--- src/rtl/sf_pkg.sv ---
package sf_pkg;
  localparam int OP_N      = 5;
  localparam int OP_BRANCH = 0;
  localparam int OP_LOAD   = 1;
  localparam int OP_STORE  = 2;
  localparam int OP_SIMD   = 3;
  localparam int OP_FLOAT  = 4;
  localparam int SRC_SLOTS = 64;
endpackage

--- src/rtl/sf_event_match.sv ---
module sf_event_match #(
  parameter int EVW = 64
) (
  input  logic [EVW-1:0] events,
  input  logic [EVW-1:0] need,
  input  logic [EVW-1:0] block,
  output logic           ok
);
  function automatic logic ev_ok(input logic [EVW-1:0] ev, input logic [EVW-1:0] nd,
                                 input logic [EVW-1:0] bl);
    logic have_all, hit_block;
    have_all  = ((nd & ~ev) == '0);
    hit_block = |(bl & ev);
    return have_all && !hit_block;
  endfunction

  assign ok = ev_ok(events, need, block);
endmodule

--- src/rtl/sf_optype_match.sv ---
module sf_optype_match #(
  parameter int OPN = sf_pkg::OP_N
) (
  input  logic [OPN-1:0] flags,
  input  logic [OPN-1:0] sel,
  input  logic [OPN-1:0] and_mode,
  output logic           ok
);
  logic [OPN-1:0] or_grp, and_grp;
  logic           or_ok, and_ok;

  function automatic logic grp_any(input logic [OPN-1:0] grp, input logic [OPN-1:0] f);
    return (grp == '0) || (|(grp & f));
  endfunction

  function automatic logic grp_all(input logic [OPN-1:0] grp, input logic [OPN-1:0] f);
    return ((grp & ~f) == '0);
  endfunction

  assign or_grp  = sel & ~and_mode;
  assign and_grp = sel & and_mode;
  assign or_ok   = grp_any(or_grp, flags);
  assign and_ok  = grp_all(and_grp, flags);
  assign ok      = or_ok && and_ok;
endmodule

--- src/rtl/sf_source_match.sv ---
module sf_source_match #(
  parameter int SRCW  = 16,
  parameter int NSRC  = sf_pkg::SRC_SLOTS
) (
  input  logic [SRCW-1:0] src,
  input  logic [NSRC-1:0] mask,
  output logic            ok
);
  localparam int SELW = $clog2(NSRC);

  logic in_range;
  logic bit_hit;

  assign in_range = (32'(src) < NSRC);
  assign bit_hit  = mask[src[SELW-1:0]];
  assign ok       = (mask == '0) || (in_range && bit_hit);
endmodule

--- src/rtl/sample_filter.sv ---
module sample_filter #(
  parameter int EVW  = 64,
  parameter int OPN  = sf_pkg::OP_N,
  parameter int LATW = 16,
  parameter int SRCW = 16,
  parameter int NSRC = sf_pkg::SRC_SLOTS
) (
  input  logic            clk,
  input  logic            rst_n,
  input  logic            in_valid,
  output logic            in_ready,
  input  logic [EVW-1:0]  in_events,
  input  logic [OPN-1:0]  in_optype,
  input  logic [LATW-1:0] in_latency,
  input  logic [SRCW-1:0] in_src,
  input  logic [EVW-1:0]  cfg_ev_need,
  input  logic [EVW-1:0]  cfg_ev_block,
  input  logic [OPN-1:0]  cfg_op_sel,
  input  logic [OPN-1:0]  cfg_op_and,
  input  logic [LATW-1:0] cfg_min_lat,
  input  logic [NSRC-1:0] cfg_src_mask,
  input  logic            cfg_discard,
  output logic            out_valid,
  input  logic            out_ready,
  output logic [EVW-1:0]  out_events,
  output logic [OPN-1:0]  out_optype,
  output logic [LATW-1:0] out_latency,
  output logic [SRCW-1:0] out_src,
  output logic            match_pulse
);
  logic ev_ok, op_ok, src_ok, lat_ok;
  logic keep_all, take, forward;

  function automatic logic lat_pass(input logic [LATW-1:0] lat, input logic [LATW-1:0] floor_v);
    return lat >= floor_v;
  endfunction

  sf_event_match #(.EVW(EVW)) u_ev (
    .events(in_events), .need(cfg_ev_need), .block(cfg_ev_block), .ok(ev_ok)
  );

  sf_optype_match #(.OPN(OPN)) u_op (
    .flags(in_optype), .sel(cfg_op_sel), .and_mode(cfg_op_and), .ok(op_ok)
  );

  sf_source_match #(.SRCW(SRCW), .NSRC(NSRC)) u_src (
    .src(in_src), .mask(cfg_src_mask), .ok(src_ok)
  );

  assign lat_ok   = lat_pass(in_latency, cfg_min_lat);
  assign keep_all = ev_ok && op_ok && src_ok && lat_ok;
  assign in_ready = !out_valid || out_ready;
  assign take     = in_valid && in_ready;
  assign forward  = take && keep_all && !cfg_discard;

  always_ff @(posedge clk) begin
    if (!rst_n) begin
      out_valid   <= 1'b0;
      match_pulse <= 1'b0;
      out_events  <= '0;
      out_optype  <= '0;
      out_latency <= '0;
      out_src     <= '0;
    end else begin
      match_pulse <= take && keep_all;
      if (take)
        out_valid <= forward;
      else if (out_ready)
        out_valid <= 1'b0;
      if (forward) begin
        out_events  <= in_events;
        out_optype  <= in_optype;
        out_latency <= in_latency;
        out_src     <= in_src;
      end
    end
  end
endmodule

--- config.mk ---
export PLATFORM = sky130hd
export DESIGN_NAME = sample_filter
export DESIGN_NICKNAME = d
export VERILOG_FILES = /design/src/rtl/sf_pkg.sv /design/src/rtl/sf_event_match.sv /design/src/rtl/sf_optype_match.sv /design/src/rtl/sf_source_match.sv /design/src/rtl/sample_filter.sv
export SDC_FILE = /design/constraint.sdc
export NUM_CORES = 1
export LEC_CHECK = 0
export ABC_AREA = 1
export BUFFER_PORTS_ARGS = -buffer_cell sky130_fd_sc_hd__clkbuf_2
export CORE_AREA = 2 2 168 170
export DETAILED_ROUTE_END_ITERATION = 10
export DIE_AREA = 0 0 170 172
export PLACE_DENSITY_LB_ADDON = 0.25
export SYNTH_ARGS = -nofsm -noshare
export SYNTH_HDL_FRONTEND = slang
export SYNTH_HIERARCHICAL = 1
export SYNTH_SLANG_ARGS = --single-unit
--- constraint.sdc ---
create_clock -name clk -period 2.17 [get_ports clk]
set_input_delay 0.3255 -clock clk [delete_from_list [all_inputs] [get_ports clk]]
set_output_delay 0.3255 -clock clk [all_outputs]
set_load 0.05 [all_outputs]
# Word-level counts from Yosys, hierarchy flattened
# Index checks and enable logic that the tools add are counted.
# word_totals
ramBits	0
word_cells	44
mem_bits_ro	0
in_bits	324
latch_bits	0
mem_count	0
out_inout_bits	104
regBits	103
# classes
n_reduce_logical	22
bitwise	9
muxes	4
n_eq_ne	0
order_cmp	3
n_shift	0
addsub	0
multipliers	0
div_mod_pow	0
# ops
op	n
64-bit bitwise AND	2
64-bit zero test	2
64-bit inverter	1
64-bit OR reduction	1
5-bit bitwise AND	4
16-bit >= comparator	1
16-bit by 7-bit less-than comparator with 1-bit output (second input constant)	1
5-bit zero test	2
5-bit inverter	2
1-bit logical AND	9
6-bit by 7-bit less-than comparator with 1-bit output (second input constant)	1
1-bit binary-select mux with 6-bit select	1
5-bit OR reduction	1
1-bit zero test	3
1-bit logical OR	3
1-bit 2-to-1 mux	3
2-bit nonzero test	1

# Logic depth before layout (Yosys ltp)
# logic_depth
depth_word	12
ltp_mapped	21
ltp_nobuf	17

# Hierarchy
# The synthesis kept the hierarchy.
# modules_own_cells
mod	cells_per_inst	area_each_um2	seq_area_each_um2	n_inst
sample_filter	944	5730.5	2062.0	1
sf_event_match	314	1192.4	0.0	1
sf_source_match	182	873.3	0.0	1
sf_optype_match	35	146.4	0.0	1

# Least setup slack after synthesis
# OpenSTA, ideal clock, no wires.
# synth_path
path_type	input -> register
startpoint	input port in_src[0]
endpoint	register out_src[10]
n_path_buf	4
setup_time_ps	110
t_arrival_ps	2183
cell_stages	20
path_slack_ps	-123
required_ps	2060
cell_sequence	buf_6 inv_6 buf_6 nand2_1 nand3_1 nand3_1 nand2_1 nand2_1 nand3_1 nand2_1 nand2_1 nand3_1 nand2_1 nand4_1 nor2_1 clkbuf_1 clkbuf_1 nand4_1 nand2_1 nor2_1
# synth_between
elab_chain_cells	8
word_cells_on_any_way	9
cone_classes	order compare (1); mux (2); reduce/logical (6)
# synth_lines
item	line	source
from (decl)	sample_filter.sv:15	input logic [SRCW-1:0] in_src,
1-bit binary-select mux with 6-bit select	sf_source_match.sv:15	assign bit_hit = mask[src[SELW-1:0]];
1-bit 2-to-1 mux (implied by the code)	sf_source_match.sv:15	
1-bit logical AND (*)	sf_source_match.sv:16	assign ok = (mask == '0) || (in_range && bit_hit);
1-bit logical OR (*)	sf_source_match.sv:16	
named net src_ok	sample_filter.sv:31	logic ev_ok, op_ok, src_ok, lat_ok;
1-bit logical AND (*) (2 in series)	sample_filter.sv:51	assign keep_all = ev_ok && op_ok && src_ok && lat_ok;
1-bit logical AND (*) (2 in series)	sample_filter.sv:54	assign forward = take && keep_all && !cfg_discard;
to (signal assigned)	sample_filter.sv:74	out_src <= in_src;
to (decl)	sample_filter.sv:28	output logic [SRCW-1:0] out_src,
# The timed path passes the listed nets; every way through them passes the cells marked *. The select of a mux whose other input is x is not followed.
# A chain may end at the register's enable or synchronous reset.

# Final worst setup path
# layout_path
startpoint	input port in_events[22]
endpoint	register out_events[55]
# layout_between
elab_chain_cells	9
word_cells_on_any_way	12
cone_classes	bitwise (3); reduce/logical (9)
# layout_lines
item	line	source
from (decl)	sample_filter.sv:12	input logic [EVW-1:0] in_events,
64-bit bitwise AND / 64-bit inverter (equally long branches)	sf_event_match.sv:13, sf_event_match.sv:12	
64-bit OR reduction / 64-bit bitwise AND (equally long branches)	sf_event_match.sv:13, sf_event_match.sv:12	
1-bit zero test / 64-bit zero test (equally long branches)	sf_event_match.sv:14, sf_event_match.sv:12	
1-bit logical AND (*)	sf_event_match.sv:14	return have_all && !hit_block;
named net ev_ok	sample_filter.sv:31	
1-bit logical AND (*) (3 in series)	sample_filter.sv:51	
1-bit logical AND (*) (2 in series)	sample_filter.sv:54	
to (signal assigned)	sample_filter.sv:71	out_events <= in_events;
to (decl)	sample_filter.sv:25	output logic [EVW-1:0] out_events,
# The timed path passes the listed nets; every way through them passes the cells marked *.

==> impl_metrics.tcl <==
set metrics [dict create \
    period_minus_slack_ns 2.044 \
    worst_pin_slew_ns 0.4966 \
    vias_per_cell 4.422 \
    clk_pin_slew_worst_paths_ns 0.08 \
    regArea_sq_um 2062 \
    synthFlopType "dfxtp_1" \
    synth-xor-area-share_pct 0 \
    setup_ws_ns 0.1260 \
    antenna_found_initial 1 \
    drt-total-wl_microns 35630 \
    synth_top_family_by_area "simple AND/OR/NAND/NOR gates" \
    worst_ir_drop_vdd_mv 0.4443 \
    dp_hpwl_microns 26810 \
    fillerInstances 3070 \
    relSlewSlack_pct 66.90 \
    syn_inst 1475 \
    layout_commonest_cell "nand2_1" \
    grt_pass1_wl_microns 49620 \
    synth-edff-count 0 \
    overflow 0 \
    drive_gt1_share_pct 35.20 \
    synth_nets 1815 \
    die_w_microns 170 \
    row_count 61 \
    ys_seq_area_share_pct 25.96 \
    postSynthAreaPerCell_sq_um 5.385 \
    synth_mux_area_share_pct 0 \
    holdWs_ns 0.3068 \
    design.core.area_sq_um 27480 \
    cts.sinks 103 \
    ys.warnings.count 6 \
    power_frac_clock_pct 34.3 \
    ys_async_sr_fraction_pct 0 \
    total_power_mw 4.835 \
    wl_per_cell_microns 15.29 \
    die-area_sq_um 29240 \
    slew_violations 0 \
    drtIter0Drc 603 \
    finClkSkew_ns 0.009658 \
    final_cell_mix "nand2_1, clkbuf_2, inv_1" \
    gp_congestion 0.9776 \
    clockBufferDepth 2 \
    routed-via-count 10303 \
    io_buffers 427 \
    synth_compound_area_share_pct 1.481 \
    syn_to_final_growth_pct 53.58 \
    ant_nets 0 \
    p_int_mw 3.281 \
    drt-pass1-iter-count 5 \
    grt_pass1_vias 9342 \
    setup_viol 0 \
    yosysUniqueCellTypes 24 \
    grt.total_usage_pct 21.92 \
    grt_max_degree 58 \
    multi_input_area_sq_um 4249 \
    cts-root-buf "clkbuf_16" \
    cts_max_level 3 \
    cp.required_ns 2.47 \
    ys_seq_elements 103 \
    hold_class "input pin to flop" \
    min_period_over_period_pct 94.19 \
    nets 2318 \
    power_density_nw_per_um2 396.4 \
    die_y_microns 172 \
    cap_violations 0 \
    finalHoldViolCount 0 \
    route.detailed.drc 0 \
    netlist_area_sq_um 7943 \
    start_kind "input pin" \
    cts_tree "built" \
    place_worst_setup_slack_ns -0.5513 \
    synth_adder_area_share_pct 2.520 \
    combPwrFrac_pct 26.6 \
    cts_buffers 9 \
    clkLatencyLatePin_ns 0.36 \
    cp_max_fo 6 \
    endpoint_kind "flop" \
    power.static_leakage_nw 7.355 \
    start_util_pct 28.91 \
    yosys.area_share.simple_pct 45.70 \
    io_pins 428 \
    max_freq_ghz 0.4892 \
    pwr-share-seq_pct 39.0 \
    switching_share_pct 32.15 \
    cp.arrival_ns 2.34 \
    switchingPower_mw 1.555 \
    fin_setup_tns_ns 0 \
    status "finished clean" \
    critical_path_class "input pin to flop" \
]
-- critical path, stage by stage --
cell	delay, ns
clkbuf_2	0.11
nand2_1	0.06
nand2_1	0.12
nor2_2	0.15
nand2_1	0.08
nor2_2	0.15
nand2_1	0.06
inv_1	0.05
nand2_1	0.07
nor2_4	0.11
nand4_1	0.13
nor2_4	0.13
buf_12	0.13
nand3_4	0.12
buf_6	0.18
clkbuf_16	0.17
nand2_2	0.06
inv_2	0.03
nor2_2	0.09
-- Yosys cell counts (all sizes together) (10+ instances only) --
| cell type | instances | share of area, % |
|---|---|---|
| a21oi | 10 | 0.63 |
| dfxtp | 103 | 26 |
| nand2 | 515 | 24 |
| buf | 46 | 4.1 |
| inv | 406 | 19 |
| nor4 | 18 | 1.4 |
| nor2 | 157 | 7.5 |
| o21ai | 12 | 0.76 |
| nand3 | 61 | 3.9 |
| ha | 16 | 2.5 |
| nand4 | 107 | 8.4 |
| clkbuf | 20 | 0.95 |
-- registers in the layout, indices dropped and copies added, names as in the netlist --
signal	count
out_events	64
out_latency	16
out_src	16
out_optype	5
match_pulse	1
out_valid	1
-- final timing paths --
path / start / end / slack (ns) / depth (start not counted)
min reg2reg: out_events[27] / out_events[27] / 0.51 / 4
max: in_events[22] / out_events[55] / 0.13 / 19
min: in_latency[14] / out_latency[14] / 0.31 / 5
max reg2reg: out_valid / out_events[58] / 0.66 / 10
-- cell type report --
cell class,instances,share of cell area [%]
multi-input cells,899,34.83
flip-flops and latches,103,16.90
repair buffers,555,29.20
inverters,407,12.80
repair inverters,3,0.3693
well taps,346,3.549
clock buffers,11,1.990
diodes,1,0.02052
clock inverters,5,0.3282
-- cells by family (layout without fill, tap and decap cells) --
logic type | Yosys count | in the layout
other | 0 | 1
buffers and inverters | 473 | 981
and+or+nand+nor | 860 | 860
adders and majority gates | 16 | 16
AOI/OAI and AO/OA | 23 | 23
DFF | 103 | 103
-- metal layers --
layer | wire [microns] | up-vias | GRT usage, %
met1 | 14520 | 4555 | 25.49
met2 | 17950 | 345 | 40.32
met5 | 0 | - | 0
met4 | 952 | 0 | 7.284
li1 | - | 5353 | -
met3 | 2207 | 50 | 4.257
-- power by group through the flow --
stage               Combinational (mW)  Clock [mW]  Sequential [mW]
floorplan                        0.525           0             1.93
global placement                  1.20           0             1.93
detailed placement                1.21           0             1.93
CTS                               1.21        1.70             1.89
global route                      1.43        1.77             1.89
finish                            1.29        1.66             1.89
-- timing repair --
| item | 4_1_cts | 5_1_grt |
|---|---|---|
| pin swaps | 1 | 59 |
| hold buffers | 0 | 0 |
| cloned | 0 | 19 |
| setup endpoints to repair | 103 | 103 |
| gates resized for setup | 11 | 137 |
| buffers inserted | 1 | 7 |
-- per-stage QoR --
step / util (%) / instance area [sq um] / std cells
CTS: 41.43 / 11380 / 2304
detailed placement: 40.27 / 11070 / 2287
finish: 44.39 / 12200 / 2330
floorplan: - / 7945 / 1475
global placement: 40.27 / 11070 / 2287
global route: 44.39 / 12200 / 2330
Power figures use the tool's default switching activity.
